## config.mk

```make
export PLATFORM = sky130hd
export DESIGN_NAME = dacctl_core
export DESIGN_NICKNAME = d
export VERILOG_FILES = /design/src/rtl/dacctl_pkg.sv /design/src/rtl/dacctl_frame_rx.sv /design/src/rtl/dacctl_load_sync.sv /design/src/rtl/dacctl_regbank.sv /design/src/rtl/dacctl_core.sv
export SDC_FILE = /design/constraint.sdc
export NUM_CORES = 1
export LEC_CHECK = 0
export CAP_MARGIN = 20
export CORE_AREA = 5 5 278 280
export CTS_CLUSTER_SIZE = 25
export DETAILED_ROUTE_END_ITERATION = 8
export DIE_AREA = 0 0 283 285
export PLACE_DENSITY = 0.95
export SLEW_MARGIN = 20
export SYNTH_ARGS = -nofsm -noshare
export SYNTH_HDL_FRONTEND = slang
export SYNTH_SLANG_ARGS = --single-unit
```

## constraint.sdc

```tcl
create_clock -name clk -period 4.1 [get_ports clk]
set_input_delay 0.615 -clock clk [delete_from_list [all_inputs] [get_ports clk]]
set_output_delay 0.615 -clock clk [all_outputs]
set_load 0.02 [all_outputs]
```

## src/rtl/dacctl_pkg.sv

```systemverilog
package dacctl_pkg;

  localparam int FRAME_W  = 32;
  localparam int CODE_W   = 16;
  localparam int ADDR_W   = 6;
  localparam int CTL_W    = 3;
  localparam int OFF_ADDR = 32;

  typedef enum logic [CTL_W-1:0] {
    CMD_WRITE = 3'b011,
    CMD_CLEAR = 3'b100
  } cmd_e;

  function automatic logic [CODE_W-1:0] offset_default(input logic [1:0] variant);
    case (variant)
      2'd2:    return 16'h4000;
      2'd3:    return 16'h8000;
      default: return 16'h0000;
    endcase
  endfunction

  function automatic logic [CODE_W-1:0] offset_ceiling(input logic [1:0] variant);
    return (variant == 2'd0) ? 16'd16384 : 16'd40000;
  endfunction

endpackage

```

## src/rtl/dacctl_frame_rx.sv

```systemverilog
module dacctl_frame_rx
  import dacctl_pkg::*;
(
  input  logic              clk,
  input  logic              rst_n,
  input  logic              sclk,
  input  logic              sdi,
  input  logic              cs_n,
  output logic              frame_vld,
  output logic [CTL_W-1:0]  frame_ctl,
  output logic [ADDR_W-1:0] frame_addr,
  output logic [CODE_W-1:0] frame_data
);

  localparam int CNT_W   = $clog2(FRAME_W + 2);
  localparam int CNT_SAT = FRAME_W + 1;

  logic [1:0]         sclk_s, sdi_s, cs_s;
  logic               sclk_q, cs_q;
  logic [FRAME_W-1:0] shreg;
  logic [CNT_W-1:0]   bit_cnt;
  logic               sclk_rise, cs_rise, cs_fall, cs_active;

  always_ff @(posedge clk or negedge rst_n) begin
    if (!rst_n) begin
      sclk_s <= '0;
      sdi_s  <= '0;
      cs_s   <= '1;
      sclk_q <= 1'b0;
      cs_q   <= 1'b1;
    end else begin
      sclk_s <= {sclk_s[0], sclk};
      sdi_s  <= {sdi_s[0], sdi};
      cs_s   <= {cs_s[0], cs_n};
      sclk_q <= sclk_s[1];
      cs_q   <= cs_s[1];
    end
  end

  assign sclk_rise = sclk_s[1] & ~sclk_q;
  assign cs_rise   = cs_s[1] & ~cs_q;
  assign cs_fall   = ~cs_s[1] & cs_q;
  assign cs_active = ~cs_s[1];

  always_ff @(posedge clk or negedge rst_n) begin
    if (!rst_n) begin
      shreg   <= '0;
      bit_cnt <= '0;
    end else if (cs_fall) begin
      bit_cnt <= '0;
    end else if (cs_active && sclk_rise) begin
      shreg <= {shreg[FRAME_W-2:0], sdi_s[1]};
      if (bit_cnt != CNT_W'(CNT_SAT)) bit_cnt <= bit_cnt + 1'b1;
    end
  end

  assign frame_vld  = cs_rise && (bit_cnt == CNT_W'(FRAME_W));
  assign frame_ctl  = shreg[FRAME_W-1 -: CTL_W];
  assign frame_addr = shreg[FRAME_W-1-CTL_W -: ADDR_W];
  assign frame_data = shreg[CODE_W-1:0];

  AST_VLD_SINGLE: assert property (@(posedge clk) disable iff (!rst_n)
    frame_vld |=> !frame_vld);

endmodule

```

## src/rtl/dacctl_load_sync.sv

```systemverilog
module dacctl_load_sync (
  input  logic clk,
  input  logic rst_n,
  input  logic ldac_n,
  output logic load_fire
);

  logic [1:0] ld_s;
  logic       ld_q;

  always_ff @(posedge clk or negedge rst_n) begin
    if (!rst_n) begin
      ld_s <= '1;
      ld_q <= 1'b1;
    end else begin
      ld_s <= {ld_s[0], ldac_n};
      ld_q <= ld_s[1];
    end
  end

  assign load_fire = ld_q & ~ld_s[1];

  AST_LOAD_PULSE: assert property (@(posedge clk) disable iff (!rst_n)
    load_fire |=> !load_fire);

endmodule

```

## src/rtl/dacctl_regbank.sv

```systemverilog
module dacctl_regbank
  import dacctl_pkg::*;
#(
  parameter int         NCH     = 32,
  parameter logic [1:0] VARIANT = 2'd2
) (
  input  logic                  clk,
  input  logic                  rst_n,
  input  logic                  frame_vld,
  input  logic [CTL_W-1:0]      frame_ctl,
  input  logic [ADDR_W-1:0]     frame_addr,
  input  logic [CODE_W-1:0]     frame_data,
  input  logic                  load_fire,
  output logic [NCH*CODE_W-1:0] dac_flat,
  output logic [CODE_W-1:0]     off_dac
);

  localparam logic [CODE_W-1:0] OFF_DEF  = offset_default(VARIANT);
  localparam logic [CODE_W-1:0] OFF_CEIL = offset_ceiling(VARIANT);

  logic [NCH*CODE_W-1:0] in_flat;
  logic [CODE_W-1:0]     off_in, off_wdata;
  logic                  wr_ok, do_write, do_clear;

  assign wr_ok     = frame_vld & ~load_fire;
  assign do_write  = wr_ok && (frame_ctl == CMD_WRITE);
  assign do_clear  = wr_ok && (frame_ctl == CMD_CLEAR);
  assign off_wdata = (frame_data > OFF_CEIL) ? OFF_CEIL : frame_data;

  for (genvar i = 0; i < NCH; i++) begin : g_ch
    logic [CODE_W-1:0] in_q, dac_q;
    always_ff @(posedge clk or negedge rst_n) begin
      if (!rst_n) begin
        in_q  <= '0;
        dac_q <= '0;
      end else if (load_fire) begin
        dac_q <= in_q;
      end else if (do_clear) begin
        in_q  <= '0;
        dac_q <= '0;
      end else if (do_write && frame_addr == ADDR_W'(i)) begin
        in_q  <= frame_data;
      end
    end
    assign in_flat[i*CODE_W +: CODE_W]  = in_q;
    assign dac_flat[i*CODE_W +: CODE_W] = dac_q;
  end

  always_ff @(posedge clk or negedge rst_n) begin
    if (!rst_n) begin
      off_in  <= OFF_DEF;
      off_dac <= OFF_DEF;
    end else if (load_fire) begin
      off_dac <= off_in;
    end else if (do_clear) begin
      off_in  <= OFF_DEF;
      off_dac <= OFF_DEF;
    end else if (do_write && frame_addr == ADDR_W'(OFF_ADDR)) begin
      off_in  <= off_wdata;
    end
  end

  AST_LOAD_COPY: assert property (@(posedge clk) disable iff (!rst_n)
    load_fire |=> (dac_flat == $past(in_flat)) && (off_dac == $past(off_in)));

  AST_DAC_HOLD: assert property (@(posedge clk) disable iff (!rst_n)
    (!load_fire && !(frame_vld && frame_ctl == CMD_CLEAR)) |=> $stable(dac_flat) && $stable(off_dac));

  AST_LOAD_DROPS_FRAME: assert property (@(posedge clk) disable iff (!rst_n)
    (load_fire && frame_vld) |=> $stable(in_flat) && $stable(off_in));

  AST_OFFSET_CEIL: assert property (@(posedge clk) disable iff (!rst_n)
    (off_in <= OFF_CEIL) && (off_dac <= OFF_CEIL));

  AST_CLEAR_STATE: assert property (@(posedge clk) disable iff (!rst_n)
    (frame_vld && !load_fire && frame_ctl == CMD_CLEAR) |=>
      (dac_flat == '0) && (in_flat == '0) && (off_dac == OFF_DEF) && (off_in == OFF_DEF));

endmodule

```

## src/rtl/dacctl_core.sv

```systemverilog
module dacctl_core
  import dacctl_pkg::*;
#(
  parameter int         NCH     = 32,
  parameter logic [1:0] VARIANT = 2'd2
) (
  input  logic                  clk,
  input  logic                  rst_n,
  input  logic                  sclk,
  input  logic                  sdi,
  input  logic                  cs_n,
  input  logic                  ldac_n,
  output logic [NCH*CODE_W-1:0] dac_codes,
  output logic [CODE_W-1:0]     offset_code
);

  logic              frame_vld, load_fire;
  logic [CTL_W-1:0]  frame_ctl;
  logic [ADDR_W-1:0] frame_addr;
  logic [CODE_W-1:0] frame_data;

  dacctl_frame_rx u_rx (
    .clk        (clk),
    .rst_n      (rst_n),
    .sclk       (sclk),
    .sdi        (sdi),
    .cs_n       (cs_n),
    .frame_vld  (frame_vld),
    .frame_ctl  (frame_ctl),
    .frame_addr (frame_addr),
    .frame_data (frame_data)
  );

  dacctl_load_sync u_ld (
    .clk       (clk),
    .rst_n     (rst_n),
    .ldac_n    (ldac_n),
    .load_fire (load_fire)
  );

  dacctl_regbank #(.NCH(NCH), .VARIANT(VARIANT)) u_bank (
    .clk        (clk),
    .rst_n      (rst_n),
    .frame_vld  (frame_vld),
    .frame_ctl  (frame_ctl),
    .frame_addr (frame_addr),
    .frame_data (frame_data),
    .load_fire  (load_fire),
    .dac_flat   (dac_codes),
    .off_dac    (offset_code)
  );

endmodule

```

==> impl_metrics.toml <==
[power_and_ir_drop]
vdd_drop_max_v = 0.000309
p_leak_nw = 26.5
powerDensity_nw_per_um2 = 413
power_w = 0.0223

[clock_tree]
cts-root-buf = "clkbuf_16"
clk_pin_slew_ns = 0.07
cts_max_path_buffers = 3
cts_buffers = 109
clock-sinks = 1105
cts_tree = "yes"
htreeDepth = 3
clock_latency_ns = 0.67
cts_resized = 0
cts_setup_buffers = 0
hold_buffers = 0

[detailed_routing]
first_iter_violations = 4848
drtPass1Iterations = 6
wl_per_cell_um = 24.8
viasPerCell = 6.25
ant_nets = 0
vias = 35500
wl_um = 141000
drc = 0

[placed_design]
gp_congestion = 0.841
dpl-instance-area_um2 = 50300
io_buffers = 533
hpwl_um = 83500

[final_layout]
finalCoreUtilization_pct = 72.8
most-common-layout-cells = "nand2_1 (1,509), dfrtp_1 (1,097), o21ai_0 (566)"
final_cell_area_um2 = 54000
nNetsFinal = 4620
n_fill_cell = 4367
area_growth_pct = 22.5
final_common_cell = "nand2_1"
drive_gt1_share_pct = 7.50

[global_routing]
grt_pass1_vias = 36900
antenna_found_initial = 4
grt-ovfl-total = 0
grt_max_degree = 140
grt.total_usage_pct = 34.4
grt_pass1_wl_um = 218000

[synth]
yosys-top-cells-area = "dfrtp_1 (62%), nand2_1 (13%), mux2i_1 (11%), o21ai_0 (6.4%), clkbuf_1 (2.0%)"
synth_top_area_share_pct = 62.2
synth_top_area_cell = "dfrtp_1"
synth_seq_cells = 1105
syn_avg_cell_area_um2 = 10.4
synthArstFlopShare_pct = 100
syn_inst = 4225
ys_warn_count = 0
ys.flop_type = "dfrtp_1"
synth_nets = 4234
synth_area_um2 = 44100
synth_cell_types = 48
synth_edf_count = 0
ys_seq_area_share_pct = 62.7

[floorplan]
die_h_um = 285
rows = 100
io_pins = 534
fp.coreArea_um2 = 74200
start_util_pct = 59.5
die_width_um = 283
dieArea_um2 = 80700

[critical_path]
cp.arrival_ns = 3.97
crit_fanout = 91
worstSetupStartpointType = "register"
rr_endpoint = "u_bank.g_ch[18].in_q[13]"
required_ns = 4.60
rrSetupSlack_ns = 0.62
crit_type = "register to register"
reg2reg_depth = 6
cp-end-kind = "register"
r2r-start = "u_rx.bit_cnt[3]"

[sta]
setup_viol = 0
period_needed_ns = 3.48
slew_violations = 0
final_hold_viol_count = 0
max_freq_mhz = 288
worst_pin_slew_ns = 1.18
fin_worst_skew_ns = 0.0325
finalCritPeriodShare_pct = 84.8
slew-limit-headroom_pct = 21.3
final.setup.tns_ns = 0
rsz0062_at_grt = "no"

[outcome]
status = "completed"

[hold_path]
hp-class = "input pin to asynchronous set/reset pin"

[flow_run]
cap_violations = 0
==> critical path, stage by stage (launching register included) <==
cell and delay (ns):
dfrtp_1 0.44, or4b_1 0.77, or4_4 0.77, buf_4 0.40, buf_4 0.47, nand2_1 0.24
mux2i_1 0.12
==> synthesized netlist by cell type, types with 2 or more instances <==
cell	instances
a21oi_1	2
nand3_2	15
ha_1	3
nor2_1	12
nand2_1	1525
o31ai_1	27
o21ai_0	566
buf_6	2
nor4bb_1	2
nor4_1	4
and2_1	2
a31oi_1	2
clkbuf_1	236
inv_1	21
or3_1	3
nor4b_1	2
a211oi_1	2
nor4_4	3
dfstp_2	8
nor2b_1	5
mux2i_1	497
nand2_2	8
xnor2_1	3
buf_4	9
nor3b_1	4
nand3_1	16
nand4bb_1	2
nand2b_1	4
nor3_1	2
mux2_2	32
buf_1	26
dfrtp_1	1097
xor2_1	2
nand4_2	5
buf_2	63
==> layer usage <==
| metal | wire (um) | GRT usage, % |
|---|---|---|
| met1 | 50000 | 43.5 |
| met2 | 65200 | 53.4 |
| met3 | 15200 | 9.19 |
| met4 | 10600 | 21.8 |
| met5 | 11 | 0 |
==> logic make-up after synthesis <==
group / Yosys count / share of synthesized area (%)
AND/OR/NAND/NOR: 1622 / 14.6
flip-flops: 1105 / 62.7
AO/OA/AOI/OAI: 604 / 7.05
multiplexers: 529 / 12.1
buffers and inverters: 357 / 3.33
XOR/XNOR: 5 / 0.0993
adder cells (fa/ha/maj): 3 / 0.0851
==> metrics by stage <==
step | std cells | setup slack, ns | hold WS [ns]
floorplan | 4225 | 1.61 | 0.319
global placement | 5469 | 0.851 | 0.348
detailed placement | 5469 | 0.752 | 0.353
CTS | 5673 | 0.684 | 0.0696
global route | 5674 | 0.514 | 0.105
finish | 5674 | 0.622 | 0.0618
==> flip-flops by register name, summed over array words and instances, names as in the netlist, 6 cells and up <==
signal and flops:
u_bank.g_ch.in_q 512, u_rx.shreg 32, u_bank.g_ch.dac_q 512, u_rx.bit_cnt 6, u_bank.off_dac 16, u_bank.off_in 16
==> worst max-delay path by stage <==
stage / start / end / slack [ns] / cells past startpoint
2_1_floorplan: u_rx.bit_cnt[2] / u_bank.g_ch[0].in_q[5] / 1.61 / 8
3_3_place_gp: u_rx.bit_cnt[2] / u_bank.g_ch[16].in_q[15] / 0.85 / 6
3_5_place_dp: u_rx.bit_cnt[3] / u_bank.g_ch[18].in_q[13] / 0.75 / 6
4_1_cts: u_rx.bit_cnt[3] / u_bank.g_ch[18].in_q[13] / 0.68 / 6
5_1_grt: u_rx.bit_cnt[3] / u_bank.g_ch[18].in_q[13] / 0.51 / 6
6_report: u_rx.bit_cnt[3] / u_bank.g_ch[18].in_q[13] / 0.62 / 6
==> report_power, final <==
group | internal (W) | switching (W)
clock network | 0.00603 | 0.00432
logic | 0.000181 | 0.000833
registers | 0.0109 | 0.0000328
total | 0.0171 | 0.00518
==> final cells by class <==
class,instances,area [um2],share of cell area [%]
multi-input cells,2763,15100,27.9
repair buffers,611,6290,11.6
clock inverters,40,484,0.896
inverters,21,78.8,0.146
flip-flops and latches,1105,27700,51.2
diodes,1,2.50,0.00463
well taps,969,1210,2.24
clock buffers,164,3240,5.99
Note: power is estimated with default switching activity, not from simulation.
